==> src/rtl/evt_irq_pkg.sv <==
package evt_irq_pkg;

  localparam int DATA_W = 32;
  localparam int NSRC   = 4;
  localparam int VEC_W  = 8;

  // status / enable positions of the sources (decoded by software)
  localparam int POS_DAV = 0;
  localparam int POS_STV = 1;
  localparam int POS_LOC = 2;
  localparam int POS_CRD = 7;
  localparam int POS_GLB = 31;

  // capability positions
  localparam int CAP_LVL_HI = 3;
  localparam int CAP_LVL_LO = 4;
  localparam int CAP_RISE   = 5;
  localparam int CAP_FALL   = 6;
  localparam int CAP_BURST  = 8;

  // register byte offsets
  localparam int OFS_ENABLE = 'h08;
  localparam int OFS_VECTOR = 'h0C;
  localparam int OFS_STATUS = 'h10;
  localparam int OFS_CAPS   = 'h14;

  typedef enum logic [2:0] {
    SEL_NONE,
    SEL_ENABLE,
    SEL_VECTOR,
    SEL_STATUS,
    SEL_CAPS
  } reg_sel_e;

  // source index -> bit position
  function automatic int pos_of(input int src);
    case (src)
      0:       return POS_DAV;
      1:       return POS_STV;
      2:       return POS_LOC;
      default: return POS_CRD;
    endcase
  endfunction

  // bit position -> source index, -1 when no source lives there
  function automatic int src_of(input int bitpos);
    case (bitpos)
      POS_DAV: return 0;
      POS_STV: return 1;
      POS_LOC: return 2;
      POS_CRD: return 3;
      default: return -1;
    endcase
  endfunction

endpackage

==> src/rtl/evt_irq_spread.sv <==
module evt_irq_spread
  import evt_irq_pkg::*;
(
  input  logic [NSRC-1:0]   src_i,
  output logic [DATA_W-1:0] word_o
);

  for (genvar b = 0; b < DATA_W; b++) begin : g_bit
    localparam int S = src_of(b);
    if (S >= 0) begin : g_src
      assign word_o[b] = src_i[S];
    end else begin : g_zero
      assign word_o[b] = 1'b0;
    end
  end

endmodule

==> src/rtl/evt_irq_status.sv <==
module evt_irq_status
  import evt_irq_pkg::*;
(
  input  logic            clk,
  input  logic            rst_n,
  input  logic [NSRC-1:0] evt_i,
  input  logic [NSRC-1:0] clr_i,
  output logic [NSRC-1:0] stat_o
);

  logic [NSRC-1:0] stat_d;
  logic [NSRC-1:0] stat_q;

  for (genvar g = 0; g < NSRC; g++) begin : g_src
    // a new event outranks a clearing write in the same cycle
    always_comb begin
      stat_d[g] = stat_q[g];
      if (clr_i[g]) stat_d[g] = 1'b0;
      if (evt_i[g]) stat_d[g] = 1'b1;
    end

    AST_EVT_SETS: assert property (@(posedge clk) disable iff (!rst_n)
      evt_i[g] |=> stat_q[g]);

    AST_W1C_CLEARS: assert property (@(posedge clk) disable iff (!rst_n)
      (clr_i[g] && !evt_i[g]) |=> !stat_q[g]);
  end

  always_ff @(posedge clk or negedge rst_n) begin
    if (!rst_n) stat_q <= '0;
    else        stat_q <= stat_d;
  end

  assign stat_o = stat_q;

endmodule

==> src/rtl/evt_irq_drive.sv <==
module evt_irq_drive
  import evt_irq_pkg::*;
#(
  parameter bit IRQ_ACT_HIGH = 1'b1,
  parameter bit EDGE_MODE    = 1'b0
) (
  input  logic            clk,
  input  logic            rst_n,
  input  logic [NSRC-1:0] stat_i,
  input  logic [NSRC-1:0] en_src_i,
  input  logic            glb_en_i,
  output logic            irq_o
);

  logic pend;
  logic act_d;
  logic act_q;

  assign pend = glb_en_i & (|(stat_i & en_src_i));

  if (EDGE_MODE) begin : g_edge
    logic prev_q;

    always_comb act_d = pend & ~prev_q;

    always_ff @(posedge clk or negedge rst_n) begin
      if (!rst_n) prev_q <= 1'b0;
      else        prev_q <= pend;
    end

    AST_EDGE_ONE_CYCLE: assert property (@(posedge clk) disable iff (!rst_n)
      act_q |=> !act_q);
  end else begin : g_level
    always_comb act_d = pend;

    AST_LEVEL_TRACKS: assert property (@(posedge clk) disable iff (!rst_n)
      pend |=> (irq_o == IRQ_ACT_HIGH));
  end

  always_ff @(posedge clk or negedge rst_n) begin
    if (!rst_n) act_q <= 1'b0;
    else        act_q <= act_d;
  end

  assign irq_o = IRQ_ACT_HIGH ? act_q : ~act_q;

  AST_MASKED_QUIET: assert property (@(posedge clk) disable iff (!rst_n)
    !(|(stat_i & en_src_i)) |=> (irq_o == !IRQ_ACT_HIGH));

endmodule

==> src/rtl/evt_irq_regs.sv <==
module evt_irq_regs
  import evt_irq_pkg::*;
#(
  parameter int ADDR_W       = 12,
  parameter bit IRQ_ACT_HIGH = 1'b1,
  parameter bit EDGE_MODE    = 1'b0,
  parameter bit BURST_STATIC = 1'b1
) (
  input  logic              clk,
  input  logic              rst_n,
  input  logic              bus_req,
  input  logic              bus_we,
  input  logic [ADDR_W-1:0] bus_addr,
  input  logic [DATA_W-1:0] bus_wdata,
  input  logic [NSRC-1:0]   stat_i,
  output logic [NSRC-1:0]   en_src_o,
  output logic              glb_en_o,
  output logic [NSRC-1:0]   stat_clr_o,
  output logic [DATA_W-1:0] bus_rdata
);

  localparam logic [DATA_W-1:0] MODE_CAPS =
      (DATA_W'(!EDGE_MODE &&  IRQ_ACT_HIGH) << CAP_LVL_HI)
    | (DATA_W'(!EDGE_MODE && !IRQ_ACT_HIGH) << CAP_LVL_LO)
    | (DATA_W'( EDGE_MODE &&  IRQ_ACT_HIGH) << CAP_RISE)
    | (DATA_W'( EDGE_MODE && !IRQ_ACT_HIGH) << CAP_FALL)
    | (DATA_W'(BURST_STATIC) << CAP_BURST);

  reg_sel_e          sel;
  logic              wr_hit;
  logic              rd_hit;
  logic [NSRC-1:0]   wd_src;
  logic [DATA_W-1:0] en_word;
  logic [DATA_W-1:0] stat_word;
  logic [DATA_W-1:0] src_caps;
  logic [DATA_W-1:0] caps_word;

  logic [NSRC-1:0]   en_d,  en_q;
  logic              glb_d, glb_q;
  logic [VEC_W-1:0]  vec_d, vec_q;
  logic [DATA_W-1:0] rd_d,  rd_q;

  logic unused_wd;
  assign unused_wd = ^bus_wdata[DATA_W-2:VEC_W];

  // address decode
  always_comb begin
    sel = SEL_NONE;
    if      (bus_addr == ADDR_W'(OFS_ENABLE)) sel = SEL_ENABLE;
    else if (bus_addr == ADDR_W'(OFS_VECTOR)) sel = SEL_VECTOR;
    else if (bus_addr == ADDR_W'(OFS_STATUS)) sel = SEL_STATUS;
    else if (bus_addr == ADDR_W'(OFS_CAPS))   sel = SEL_CAPS;
  end

  assign wr_hit = bus_req &  bus_we;
  assign rd_hit = bus_req & ~bus_we;

  for (genvar g = 0; g < NSRC; g++) begin : g_wsrc
    localparam int P = pos_of(g);
    assign wd_src[g] = bus_wdata[P];
  end

  evt_irq_spread u_spread_en   (.src_i(en_q),          .word_o(en_word));
  evt_irq_spread u_spread_stat (.src_i(stat_i),        .word_o(stat_word));
  evt_irq_spread u_spread_caps (.src_i({NSRC{1'b1}}),  .word_o(src_caps));

  assign caps_word  = src_caps | MODE_CAPS;
  assign stat_clr_o = (wr_hit && sel == SEL_STATUS) ? wd_src : '0;

  // next state
  always_comb begin
    en_d  = en_q;
    glb_d = glb_q;
    vec_d = vec_q;
    if (wr_hit && sel == SEL_ENABLE) begin
      en_d  = wd_src;
      glb_d = bus_wdata[POS_GLB];
    end
    if (wr_hit && sel == SEL_VECTOR) begin
      vec_d = bus_wdata[VEC_W-1:0];
    end
  end

  always_comb begin
    case (sel)
      SEL_ENABLE: rd_d = en_word | (DATA_W'(glb_q) << POS_GLB);
      SEL_VECTOR: rd_d = DATA_W'(vec_q);
      SEL_STATUS: rd_d = stat_word;
      SEL_CAPS:   rd_d = caps_word;
      default:    rd_d = '0;
    endcase
  end

  // registers
  always_ff @(posedge clk or negedge rst_n) begin
    if (!rst_n) begin
      en_q  <= '0;
      glb_q <= 1'b0;
      vec_q <= '0;
      rd_q  <= '0;
    end else begin
      en_q  <= en_d;
      glb_q <= glb_d;
      vec_q <= vec_d;
      if (rd_hit) rd_q <= rd_d;
    end
  end

  assign en_src_o  = en_q;
  assign glb_en_o  = glb_q;
  assign bus_rdata = rd_q;

  AST_VEC_HOLD: assert property (@(posedge clk) disable iff (!rst_n)
    !(wr_hit && sel == SEL_VECTOR) |=> $stable(vec_q));

  AST_GLB_WRITE: assert property (@(posedge clk) disable iff (!rst_n)
    (wr_hit && sel == SEL_ENABLE) |=> (glb_en_o == $past(bus_wdata[POS_GLB])));

  AST_CAPS_ONE_MODE: assert property (@(posedge clk) disable iff (!rst_n)
    (rd_hit && sel == SEL_CAPS) |=> ($countones(bus_rdata[CAP_FALL:CAP_LVL_HI]) == 1));

endmodule

==> src/rtl/evt_irq_ctrl.sv <==
module evt_irq_ctrl
  import evt_irq_pkg::*;
#(
  parameter int ADDR_W       = 12,
  parameter bit IRQ_ACT_HIGH = 1'b1,
  parameter bit EDGE_MODE    = 1'b0,
  parameter bit BURST_STATIC = 1'b1
) (
  input  logic              clk,
  input  logic              rst_n,
  input  logic              bus_req,
  input  logic              bus_we,
  input  logic [ADDR_W-1:0] bus_addr,
  input  logic [31:0]       bus_wdata,
  output logic [31:0]       bus_rdata,
  input  logic              evt_data_avail,
  input  logic              evt_sts_valid,
  input  logic              evt_loc_change,
  input  logic              evt_cmd_ready,
  output logic              irq_o
);

  logic [1:0]      rsync_q;
  logic            rst_int_n;
  logic [NSRC-1:0] evt;
  logic [NSRC-1:0] stat;
  logic [NSRC-1:0] stat_clr;
  logic [NSRC-1:0] en_src;
  logic            glb_en;

  // asynchronous assert, synchronous release
  always_ff @(posedge clk or negedge rst_n) begin
    if (!rst_n) rsync_q <= '0;
    else        rsync_q <= {rsync_q[0], 1'b1};
  end
  assign rst_int_n = rsync_q[1];

  assign evt = {evt_cmd_ready, evt_loc_change, evt_sts_valid, evt_data_avail};

  evt_irq_regs #(
    .ADDR_W       (ADDR_W),
    .IRQ_ACT_HIGH (IRQ_ACT_HIGH),
    .EDGE_MODE    (EDGE_MODE),
    .BURST_STATIC (BURST_STATIC)
  ) u_regs (
    .clk        (clk),
    .rst_n      (rst_int_n),
    .bus_req    (bus_req),
    .bus_we     (bus_we),
    .bus_addr   (bus_addr),
    .bus_wdata  (bus_wdata),
    .stat_i     (stat),
    .en_src_o   (en_src),
    .glb_en_o   (glb_en),
    .stat_clr_o (stat_clr),
    .bus_rdata  (bus_rdata)
  );

  evt_irq_status u_status (
    .clk    (clk),
    .rst_n  (rst_int_n),
    .evt_i  (evt),
    .clr_i  (stat_clr),
    .stat_o (stat)
  );

  evt_irq_drive #(
    .IRQ_ACT_HIGH (IRQ_ACT_HIGH),
    .EDGE_MODE    (EDGE_MODE)
  ) u_drive (
    .clk      (clk),
    .rst_n    (rst_int_n),
    .stat_i   (stat),
    .en_src_i (en_src),
    .glb_en_i (glb_en),
    .irq_o    (irq_o)
  );

  AST_GLOBAL_GATE: assert property (@(posedge clk) disable iff (!rst_int_n)
    !glb_en |=> (irq_o == !IRQ_ACT_HIGH));

endmodule

==> config.mk <==
export PLATFORM = sky130hd
export DESIGN_NAME = evt_irq_ctrl
export DESIGN_NICKNAME = d
export VERILOG_FILES = /design/src/rtl/evt_irq_pkg.sv /design/src/rtl/evt_irq_spread.sv /design/src/rtl/evt_irq_status.sv /design/src/rtl/evt_irq_drive.sv /design/src/rtl/evt_irq_regs.sv /design/src/rtl/evt_irq_ctrl.sv
export SDC_FILE = /design/constraint.sdc
export NUM_CORES = 1
export LEC_CHECK = 0
export BUFFER_PORTS_ARGS = -buffer_cell sky130_fd_sc_hd__buf_2
export CORE_AREA = 2 2 62 64
export CTS_BUF_LIST = sky130_fd_sc_hd__clkbuf_16
export CTS_CLUSTER_SIZE = 8
export DETAILED_ROUTE_END_ITERATION = 8
export DIE_AREA = 0 0 64 66
export GPL_TIMING_DRIVEN = 1
export PLACE_DENSITY = 0.78
export SLEW_MARGIN = 30
export SYNTH_ARGS = -nofsm -noshare
export SYNTH_HDL_FRONTEND = slang
export SYNTH_SLANG_ARGS = --single-unit
==> constraint.sdc <==
create_clock -name clk -period 1.3 [get_ports clk]
set_input_delay 0.39 -clock clk [delete_from_list [all_inputs] [get_ports clk]]
set_output_delay 0.39 -clock clk [all_outputs]
set_load 0.02 [all_outputs]
Yosys cells after proc, flatten, opt, wreduce, memory -nomap -nowiden
Cells that the tools add are included.
{"block": "totals", "register_bits": 52, "latch_bits": 0, "mem_bits_rw": 0, "rom_bits": 0, "inputBits": 52, "output_inout_bits": 33, "word_cells": 46, "mem_count": 0}
{"block": "op_classes", "add_sub_neg": 0, "mul": 0, "n_div": 0, "order_cmp": 0, "n_eq_ne": 8, "shift": 0, "muxes": 14, "bitwise": 6, "reduce_logical": 8}
{"operator": "32-bit case mux with 4 select lines", "n": 1}
{"operator": "8-bit by 32-bit bitwise OR with 32-bit output", "n": 1}
{"operator": "12-bit by 4-bit == test with 1-bit output, second input constant", "n": 2}
{"operator": "12-bit by 5-bit == test with 1-bit output, second input constant", "n": 2}
{"operator": "3-bit 2-to-1 mux", "n": 4}
{"operator": "1-bit 2-to-1 mux", "n": 8}
{"operator": "2-bit nonzero test", "n": 4}
{"operator": "3-bit by 2-bit == test with 1-bit output, second input constant", "n": 2}
{"operator": "4-bit AND", "n": 1}
{"operator": "4-bit 2-to-1 mux", "n": 1}
{"operator": "4-bit OR reduction", "n": 1}
{"operator": "1-bit AND", "n": 3}
{"operator": "3-bit by 1-bit == test with 1-bit output, second input constant", "n": 1}
{"operator": "3-bit == test, second input constant", "n": 1}
{"operator": "1-bit logical AND", "n": 3}
{"operator": "1-bit NOT", "n": 1}

Longest topological paths before layout
{"block": "logic_depth", "word_depth": 10, "mapped_depth": 5, "mapped_depth_nobuf": 4}

Cells and area by module
A second synthesis with hierarchy kept.
{"block": "unflattened", "hier_cells": 355, "hier_area_um2": 3517.1}
{"mod": "evt_irq_regs", "instances": 1, "cells_each": 237, "area_per_inst_um2": 2538.7, "seq_area_each_um2": 1126.1}
{"mod": "evt_irq_spread", "instances": 3, "cells_each": 33, "area_per_inst_um2": 244.0, "seq_area_each_um2": 0.0}
{"mod": "evt_irq_status", "instances": 1, "cells_each": 12, "area_per_inst_um2": 145.1, "seq_area_each_um2": 100.1}
{"mod": "evt_irq_ctrl", "instances": 1, "cells_each": 3, "area_per_inst_um2": 53.8, "seq_area_each_um2": 50.0}
{"mod": "evt_irq_drive", "instances": 1, "cells_each": 4, "area_per_inst_um2": 47.5, "seq_area_each_um2": 25.0}

Least setup slack after synthesis
No wires, ideal clock.
{"block": "synth_timing", "path_type": "input port to flip-flop", "start": "input port bus_addr[11]", "end": "register u_regs.vec_q[0]", "setup_time_ns": 0.125, "arrival_ns": 1.676, "required_time_ns": 1.175, "slack_ns": -0.501, "cell_stages": 4, "path_buffers": 0, "path_cell_list": "or4_4 nor4_4 nand3_2 mux2_2"}
{"block": "synth_via", "elab_chain_len": 7, "word_cells_on_any_way": 10, "classes_between": "5 x eq/ne; 4 x mux; 1 x reduce/logical"}
{"item": "start, declared", "line": "evt_irq_ctrl.sv:13", "rtl": "input logic [ADDR_W-1:0] bus_addr,"}
{"item": "12-bit by 5-bit == test with 1-bit output", "line": "evt_irq_regs.sv:52", "rtl": "else if (bus_addr == ADDR_W'(OFS_CAPS)) sel = SEL_CAPS;"}
{"item": "3-bit 2-to-1 mux", "line": "evt_irq_regs.sv:52"}
{"item": "3-bit 2-to-1 mux", "line": "evt_irq_regs.sv:51", "rtl": "else if (bus_addr == ADDR_W'(OFS_STATUS)) sel = SEL_STATUS;"}
{"item": "3-bit 2-to-1 mux", "line": "evt_irq_regs.sv:50", "rtl": "else if (bus_addr == ADDR_W'(OFS_VECTOR)) sel = SEL_VECTOR;"}
{"item": "3-bit 2-to-1 mux *", "line": "evt_irq_regs.sv:49", "rtl": "if (bus_addr == ADDR_W'(OFS_ENABLE)) sel = SEL_ENABLE;"}
{"item": "3-bit by 2-bit == test with 1-bit output *", "line": "evt_irq_regs.sv:79", "rtl": "if (wr_hit && sel == SEL_VECTOR) begin"}
{"item": "1-bit logical AND *", "line": "evt_irq_regs.sv:79"}
{"item": "end signal, assigned", "line": "evt_irq_regs.sv:104", "rtl": "vec_q <= vec_d;"}
{"item": "end, declared", "line": "evt_irq_regs.sv:40", "rtl": "logic [VEC_W-1:0] vec_d, vec_q;"}
Mark *: on every way between the ends. The rest lies on a longest branch, timed or not.
A chain may end at the register's enable or synchronous reset.

Worst setup path in the final report
{"block": "layout_timing", "start": "input port bus_addr[0]", "end": "register u_regs.vec_q[0]"}
The elaborated chain is that of the path after synthesis.

==> metrics.md <==
| Metric | Value |
|---|---|
| Internal power | roughly 1.7 mW |
| Register bit total from synthesis | 30 |
| Die area | ~0.0042 sq mm |
| Drt wl/cell | ~13 microns |
| Worst Setup Path Type | in -> reg |
| Mean Syn Cell Area | ~11 sq um |
| CTS Buf Count | 5 |
| Rows | 22 |
| Max IR drop VDD | around 790 uV |
| Core box area | between 0.003 and 0.004 sq mm |
| Clk_lat worst skew | around 0.27 ns |
| Gpl congestion | approximately 0.76 |
| Worst-path clk slew | approximately 0.050 ns |
| CTS root buf | clkbuf_16 |
| Maxcap violations | 0 |
| First-pass GRT wire length | 5060 microns |
| Htree depth | 2 |
| Sw power | around 530 uW |
| Status | complete, but fails checks |
| Fin worst setup slack | -0.316 ns |
| CTS tree | built |
| Critical Path Start | bus_addr[0] |
| # clock sinks | 30 |
| Die Span X | 64 microns |
| Post-synthesis sequential area ratio | 49.5% |
| Fin cells | roughly 250 |
| Critical path arrival | 1.77 ns |
| Vias | between 1000 and 1500 |
| Max incr delay on CP | ~0.58 ns |
| Global route total overflow | 0 |
| Total Wirelength | 3120 microns |
| Period minus WS final | roughly 1.6 ns |
| DP Cell Count | 234 |
| Power Density | approximately 1100 mW/mm^2 |
| Critical path peak fanout | 8 |
| Failing checks | negative setup slack |
| Part of the power in registers | a little over two fifths |
| Via density | around 4.7 |
| IO Port Bufs | 39 |
| Synth warn | 0 |
| Post-Syn Area | between 0.0015 and 0.002 sq mm |
| Drt first pass iters | 7 |
| Largest net degree at the start of global routing | 29 |
| Leakage | between 1 and 1.5 nW |
| Yosys cell types | 28 |
| Total Routing Usage GR | roughly 16% |
| Syn Inst Count | between 100 and 150 |
| Startpoint Class | input pin |
| Die Y | around 66 microns |
| RSZ-0062 raised after global routing | yes |
| Final Max Slew Viols | 0 |
| Detailed placer's ending HPWL | roughly 2300 microns |
| Top Ports | 85 |
| Share of cells above drive strength 1 | about half |
| Post-route DRC violation count | 0 |
| Fmax | ~0.62 GHz |
| Slowest cell on the critical path | or4_4 |
| Post-synthesis to final-layout area growth | 37.1% |
| Clk_skew | between 0.003 and 0.004 ns |
| R2r startpoint | u_regs.vec_q[2]$_DFFE_PN0P_ |
| Period utilisation layout | 124% |
| ANT cells | 0 |
| Utilization after layout | 58.6% |
| Nets@finish | between 200 and 250 |
| Hold WS | 0.233 ns |
| Crit. End Element | flop |
| Hold Violations, Final | 0 |
| Hold Crit Class | reg -> async |
| DR iter-0 viols | 27 |
| Fill cell count | 319 |
| Initial Util | about 43% |
| Initial antenna violation count | 0 |
| Switching share of power | 23.5% |
| CP required | between 1 and 1.5 ns |
| Clock power frac | around 48% |
| Endpoints failing setup | 27 |
| Final setup TNS | -7.29 ns |
| Number of global-route vias before repair | 1079 |
| Post-detailed-route count of antenna-violating nets | 0 |
| Critical-path cell list | buf_6 > or4_4 > nor4_4 > nand3_4 > mux2_4 |
| Power Total | 2.24 mW |
| Clock buffer depth | 2 |
| Logic pwr share | between 10 and 15% |
layout by cell type, fill, tap and decap left out, types with 2 or more instances in the layout:
cell type  instances
nor2b_1            4
buf_4             16
buf_2             38
nand2_1           15
o21ai_2            4
nor4_4             2
buf_6              5
nand2_2            4
dfrtp_1           30
mux2_4             2
nand3_4            2
clkbuf_16          5
a21o_1             8
o21ai_1            5
mux2_2            11
conb_1            23
a222oi_1           4
a22oi_1            2
cell type report:
class	count	area, sq um	share of cell area, %
well taps	48	60.1	2.89
flip-flops and latches	30	751	36.1
clock buffers	5	125	6.02
clock inverters	3	12.5	0.602
repair buffers	60	377	18.1
multi-input cells	100	754	36.3
cells in the mapped netlist:
master / number / share of area [%]
a22oi_1: 2 / 0.99
a222oi_1: 4 / 2.6
o211ai_1: 1 / 0.50
a21boi_0: 1 / 0.50
nor3_4: 1 / 1.1
nor4_2: 1 / 0.82
clkbuf_1: 3 / 0.74
mux2_2: 13 / 9.7
buf_4: 22 / 11
or4_4: 1 / 0.74
or2_2: 1 / 0.41
a21o_1: 8 / 4.0
nand2_1: 20 / 5.0
conb_1: 2 / 0.50
a21oi_1: 1 / 0.33
nand3_2: 1 / 0.66
or3_1: 1 / 0.41
nand2b_1: 1 / 0.41
o21ai_0: 9 / 3.0
nor4_4: 1 / 1.4
or4bb_1: 1 / 0.74
buf_2: 1 / 0.33
o31ai_1: 1 / 0.50
nand4_4: 1 / 1.4
dfrtp_1: 30 / 50
or4b_2: 1 / 0.66
nor2b_1: 4 / 1.6
nand3_1: 2 / 0.66
path summary, 6_finish.rpt:
path                                              endpoint  depth (start not counted)  slack [ns]
max                            u_regs.vec_q[0]$_DFFE_PN0P_                          5       -0.32
min                                u_drive.irq_o$_DFF_PN0_                          1        0.23
max reg2reg                u_regs.bus_rdata[2]$_DFFE_PN0P_                          3        0.23
min reg2reg                        u_drive.irq_o$_DFF_PN0_                          1        0.23
max in group asynchronous             rsync_q[1]$_DFF_PN0_                          2        0.78
min in group clk            u_status.stat_o[3]$_DFFE_PN0P_                          2        0.29
flip-flops by register name, indices dropped and copies added, names as in the netlist:
signal	cells
u_regs.glb_en_o	1
u_regs.vec_q	8
u_drive.irq_o	1
u_regs.bus_rdata	10
u_status.stat_o	4
rsync_q	2
u_regs.en_src_o	4
cell families after synthesis:
| kind of cell | synth area share [%] |
|---|---|
| other | 0.495 |
| DFF | 49.5 |
| AOI/OAI and AO/OA | 12.4 |
| and+or+nand+nor | 16.0 |
| muxes | 9.65 |
| buffers and inverters | 12.0 |
critical path: cells and delay by family:
kind | cells | cell delay [ns]
mux | 1 | 0.33
buf+inv | 1 | 0.09
simple gates | 3 | 0.97
layer usage:
layer  track usage [%]  vias to the layer above  routed length (microns)
li1                  -                      562                        -
met1              19.9                      532                     1310
met5                 0                        -                        0
met4              5.16                        0                        6
met2              26.2                       49                     1580
met3              6.30                        3                      220
through the flow:
step                      setup slack (ns)  cell area [sq um]
after floorplan                     -0.452               1640
after global placement              -0.597               1820
after detailed placement            -0.617               1820
after CTS                           -0.314               2020
after global routing                -0.371               2080
final                               -0.316               2080
power by group through the flow:
stage / Combinational, mW / Clock, mW / Sequential (mW)
floorplan: 0.167 / 0 / 0.968
global placement: 0.217 / 0 / 0.956
detailed placement: 0.219 / 0 / 0.957
CTS: 0.227 / 1.09 / 0.942
global route: 0.252 / 1.14 / 0.941
finish: 0.230 / 1.06 / 0.942
repair_timing:
action	4_1_cts	5_1_grt
pin swaps	3	5
setup buffers	2	1
endpoints found under the hold margin	2	0
hold buffers	1	0
endpoints found under the setup margin	27	27
gates resized for setup	10	13
Power figures use the tool's default switching activity.
